### src/rtl/xcvr_pkg.sv
package xcvr_pkg;
  localparam int unsigned XCVR_W = 18;

  // Polarity of a direction's drive-enable pin
  typedef enum logic {
    EN_ACT_HIGH = 1'b0,
    EN_ACT_LOW  = 1'b1
  } en_pol_e;
endpackage

### src/rtl/xcvr_edge_det.sv
module xcvr_edge_det (
  input  logic clk,
  input  logic rst,
  input  logic pin,
  output logic fall
);
  logic prev_q;

  always_ff @(posedge clk) begin
    if (rst) prev_q <= 1'b0;
    else     prev_q <= pin;
  end

  assign fall = prev_q & ~pin;
endmodule

### src/rtl/xcvr_store_cell.sv
module xcvr_store_cell #(
  parameter int unsigned W = 18
) (
  input  logic         clk,
  input  logic         rst,
  input  logic         le,
  input  logic         fall,
  input  logic [W-1:0] din,
  output logic [W-1:0] dout,
  output logic [W-1:0] held
);
  logic [W-1:0] store_q;

  always_ff @(posedge clk) begin
    if (rst)            store_q <= '0;
    else if (le | fall) store_q <= din;
  end

  assign held = store_q;
  assign dout = le ? din : store_q;


  hold_steady_chk: assert property (@(posedge clk) disable iff (rst)
    (!le && !fall) |=> $stable(store_q));


  fall_capture_chk: assert property (@(posedge clk) disable iff (rst)
    (!le && fall) |=> (store_q == $past(din)));


  pass_load_chk: assert property (@(posedge clk) disable iff (rst)
    le |=> (store_q == $past(din)));
endmodule

### src/rtl/xcvr_dir.sv
module xcvr_dir
  import xcvr_pkg::*;
#(
  parameter int unsigned W   = XCVR_W,
  parameter en_pol_e     POL = EN_ACT_HIGH
) (
  input  logic         clk,
  input  logic         rst,
  input  logic         le,
  input  logic         pclk,
  input  logic         en_pin,
  input  logic [W-1:0] din,
  output logic [W-1:0] dout,
  output logic [W-1:0] oe
);
  logic         fall;
  logic [W-1:0] held;
  logic         en_act;
  logic         live_q;

  xcvr_edge_det edge_i (
    .clk  (clk),
    .rst  (rst),
    .pin  (pclk),
    .fall (fall)
  );

  xcvr_store_cell #(.W(W)) cell_i (
    .clk  (clk),
    .rst  (rst),
    .le   (le),
    .fall (fall),
    .din  (din),
    .dout (dout),
    .held (held)
  );

  generate
    if (POL == EN_ACT_LOW) begin : g_low
      assign en_act = ~en_pin;
    end else begin : g_high
      assign en_act = en_pin;
    end
  endgenerate

  always_ff @(posedge clk) begin
    if (rst) live_q <= 1'b0;
    else     live_q <= 1'b1;
  end

  assign oe = {W{live_q & en_act}};


  rise_ignored_chk: assert property (@(posedge clk) disable iff (rst)
    (!le && $rose(pclk)) |=> $stable(held));
endmodule

### src/rtl/xcvr_univ.sv
module xcvr_univ
  import xcvr_pkg::*;
#(
  parameter int unsigned W = XCVR_W
) (
  input  logic         clk,
  input  logic         rst,
  input  logic [W-1:0] a_in,
  output logic [W-1:0] a_out,
  output logic [W-1:0] a_oe,
  input  logic [W-1:0] b_in,
  output logic [W-1:0] b_out,
  output logic [W-1:0] b_oe,
  input  logic         ab_le,
  input  logic         ab_ck,
  input  logic         ab_en,
  input  logic         ba_le,
  input  logic         ba_ck,
  input  logic         ba_en_n
);
  xcvr_dir #(.W(W), .POL(EN_ACT_HIGH)) fwd_i (
    .clk    (clk),
    .rst    (rst),
    .le     (ab_le),
    .pclk   (ab_ck),
    .en_pin (ab_en),
    .din    (a_in),
    .dout   (b_out),
    .oe     (b_oe)
  );

  xcvr_dir #(.W(W), .POL(EN_ACT_LOW)) rev_i (
    .clk    (clk),
    .rst    (rst),
    .le     (ba_le),
    .pclk   (ba_ck),
    .en_pin (ba_en_n),
    .din    (b_in),
    .dout   (a_out),
    .oe     (a_oe)
  );


  b_side_pol_chk: assert property (@(posedge clk) disable iff (rst)
    (b_oe != '0) |-> ab_en);


  a_side_pol_chk: assert property (@(posedge clk) disable iff (rst)
    (a_oe != '0) |-> !ba_en_n);


  reset_float_chk: assert property (@(posedge clk)
    rst |=> ((a_oe == '0) && (b_oe == '0)));
endmodule

### config.mk
export PLATFORM = sky130hd
export DESIGN_NAME = xcvr_univ
export DESIGN_NICKNAME = d
export VERILOG_FILES = /design/src/rtl/xcvr_pkg.sv /design/src/rtl/xcvr_edge_det.sv /design/src/rtl/xcvr_store_cell.sv /design/src/rtl/xcvr_dir.sv /design/src/rtl/xcvr_univ.sv
export SDC_FILE = /design/constraint.sdc
export NUM_CORES = 1
export LEC_CHECK = 0
export BUFFER_PORTS_ARGS = -buffer_cell sky130_fd_sc_hd__buf_2
export CORE_ASPECT_RATIO = 1.75
export CORE_MARGIN = 2
export CORE_UTILIZATION = 46
export DETAILED_ROUTE_END_ITERATION = 8
export GPL_TIMING_DRIVEN = 1
export PLACE_DENSITY_LB_ADDON = 0.3
export SKIP_CTS_REPAIR_TIMING = 1
export SLEW_MARGIN = 20
export SYNTH_ARGS = -nofsm -noshare
export SYNTH_HDL_FRONTEND = slang
export SYNTH_SLANG_ARGS = --single-unit
### constraint.sdc
create_clock -name clk -period 1.71 [get_ports clk]
set_input_delay 0.171 -clock clk [delete_from_list [all_inputs] [get_ports clk]]
set_output_delay 0.171 -clock clk [all_outputs]
set_load 0.1 [all_outputs]
==> summary.md <==
| Metric | Value |
|---|---|
| Run status | `finished clean` |
| Crit. End Element | `primary output` |
| Total GRT Usage | `15.9%` |
| RSZ-0062 raised after global routing | `false` |
| Area grow syn2layout | `19.6%` |
| Maximum vdd drop | `0.844 mV` |
| Worst Hold Launch | `rst` |
| Worst R2R End | `fwd_i.cell_i.held[8]` |
| Post-route setup slack | `0.151 ns` |
| Max-slew violations | `0` |
| Drt drc | `0` |
| H-tree depth | `2` |
| Main combinational cell family by area after synthesis | `multiplexers` |
| Starting DRT DRC Count | `25` |
| Syn_area_per_cell | `9.42 um2` |
| Rel. slew slack | `67.1%` |
| Post-route cell area | `2720 um2` |
| CTS tree | `done` |
| Maxcap violations | `0` |
| First-pass GRT wire length | `7.01 mm` |
| Clk buf depth | `2` |
| Clk slew on worst S/H paths | `0.07 ns` |
| Placed cell area | `2600 um2` |
| GRT Residual Overflow | `0` |
| IO Pins | `116` |
| Initial core utilization | `48.2%` |
| Footprint of the multi-input gates | `1100 um2` |
| Post-DR wirelength/cell | `11.4 um` |
| Fillers | `472` |
| Critical path launch point type | `flop` |
| Minimum clock period | `1.56 ns` |
| Pin count of the biggest net entering global routing | `41` |
| Ys Warns | `0` |
| Worst-Skew Late Latency | `0.29 ns` |
| Final Setup Violations | `0` |
| Hpwl dp | `3.28 mm` |
| Worst Clk Skew | `0.00499 ns` |
| Power Dens Cells | `1140 nW/um2` |
| Place WS | `0.279 ns` |
| Sequential cell area | `781 um2` |
| Detail Route Antenna Nets | `0` |
| Sink Count | `39` |
| Chip height | `96.9 um` |
| Full die area | `5530 um2` |
| Synth Area in XOR/XNOR | `0%` |
| Final hold violation count | `0` |
| Register area share after synthesis | `34.4%` |
| Crit path kind | `reg -> out` |
| TritonRoute pass-1 iters | `4` |
| R2r setup slk | `0.63 ns` |
| CTS buffer count | `5` |
| Detailed-route via count | `1793` |
| Post-synth net total | `285` |
| Via density per instance | `4.83` |
| Fmax | `0.641 GHz` |
| Vias in the first global route | `1593` |
| GP Congestion | `0.710` |
| Die width | `57.1 um` |
| Top fanout value on the critical path | `18` |
| Reg2Reg Depth | `3` |
| Yosys cell types | `15` |
| Antenna diode count | `0` |
| Post-synthesis compound-gate area fraction | `1.43%` |
| Hold Path Cell Cnt | `2` |
| Final Cycle Share | `91.2%` |
| Fin nets | `362` |
| Hold EP | `fwd_i.edge_i.prev_q` |
| FF+latch count, synth | `39` |
| Worst Path Arrival | `1.39 ns` |
| Clock Tree Root | `clkbuf_8` |
| Adder-cell share of the synthesized area | `0%` |
| Aggregate negative setup slack | `0 ns` |
| Final wirelength | `4.24 mm` |
| Multiplexer share of the synthesized area | `33.7%` |
| Initial antenna violation count | `0` |
| IO buf count | `115` |
| Worst slew pin tran | `0.496 ns` |
| Share of cells above drive strength 1 | `52.7%` |
| Netlist Area Pre-Place | `2270 um2` |
| Cell row count | `33` |
| Worst Hold Class | `in -> reg` |
| RR Startpoint | `fwd_i.edge_i.prev_q` |
| Simple-gate portion of the synthesized area | `12.8%` |
| Final Util | `57.7%` |
| Syn Inst Count | `241` |
| Worst path required time | `1.54 ns` |
| Leakage Power | `1.43 nW` |
| Core Region | `4710 um2` |
## flip-flops by register name (all words and copies together), names as in the netlist
name	count
fwd_i.edge_i.prev_q	1
fwd_i.cell_i.held	18
rev_i.edge_i.prev_q	1
rev_i.live_q	1
rev_i.cell_i.held	18
## synth_stat cells, drive strengths merged
library cell / n / area share, %
inv: 3 / 0.50
nor2b: 1 / 0.28
and2: 1 / 0.28
mux2i: 36 / 16
mux2: 36 / 18
nand2: 72 / 12
buf: 48 / 17
dfxtp: 39 / 34
nor2: 2 / 0.33
a21oi: 2 / 1.4
clkbuf: 1 / 0.17
## metal layers
layer / vias up / global-route usage, % / share of wire [%]
met3: 6 / 3.74 / 7.2
met2: 73 / 29.3 / 55
met5: - / 0 / 0
li1: 903 / - / -
met1: 811 / 16.0 / 36
met4: 0 / 7.87 / 2.1
## layout by cell type, fill, tap and decap left out, types with 2 or more instances in the layout
cell | netlist | final
mux2_2 | 36 | 36
clkbuf_8 | 0 | 6
mux2i_1 | 36 | 36
a21oi_4 | 2 | 2
buf_12 | 2 | 3
buf_2 | 6 | 115
inv_1 | 2 | 2
nor2_1 | 2 | 2
dfxtp_1 | 39 | 39
nand2_1 | 72 | 72
## worst max path at each step
stage          cells after the start  slack, ns    startpoint       end
2_1_floorplan                      2       0.12  rev_i.live_q  a_oe[10]
4_1_cts                            2       0.11  rev_i.live_q  a_oe[13]
6_report                           2       0.15  rev_i.live_q  a_oe[13]
3_3_place_gp                       3       0.28         ba_le  a_out[2]
3_5_place_dp                       3       0.28         ba_le  a_out[2]
5_1_grt                            2       0.03  rev_i.live_q   a_oe[1]
## stage by stage
step / std cells / power, mW / hold slack (ns)
floorplan: 241 / 2.21 / 0.238
global placement: 363 / 2.32 / 0.371
detailed placement: 363 / 2.33 / 0.373
CTS: 371 / 3.13 / 0.0599
global route: 371 / 3.21 / 0.0735
finish: 371 / 3.08 / 0.0719
## cell type report
type	instances	area share, %
Multi-Input combinational cell	150	40.4
Sequential cell	39	28.8
Timing Repair Buffer	119	23.7
Clock buffer	6	3.04
Tap cell	52	2.40
Clock inverter	2	1.29
Inverter	3	0.415
## critical path, cell delays in order (launching register included)
cell and delay, ns:
dfxtp_1 0.34, nor2b_4 0.28, buf_2 0.48
## power breakdown
group          switching, mW  total [mW]  internal, mW  leakage [nW]
Sequential            0.0295        1.00         0.970         0.323
Combinational           1.05        1.30         0.252          1.04
Clock                  0.309       0.781         0.472        0.0612
## cell families after synthesis
group / after synthesis
simple gates: 76
mux: 72
flops: 39
compound gates: 2
buf+inv: 52
Power figures use the tool's default switching activity.
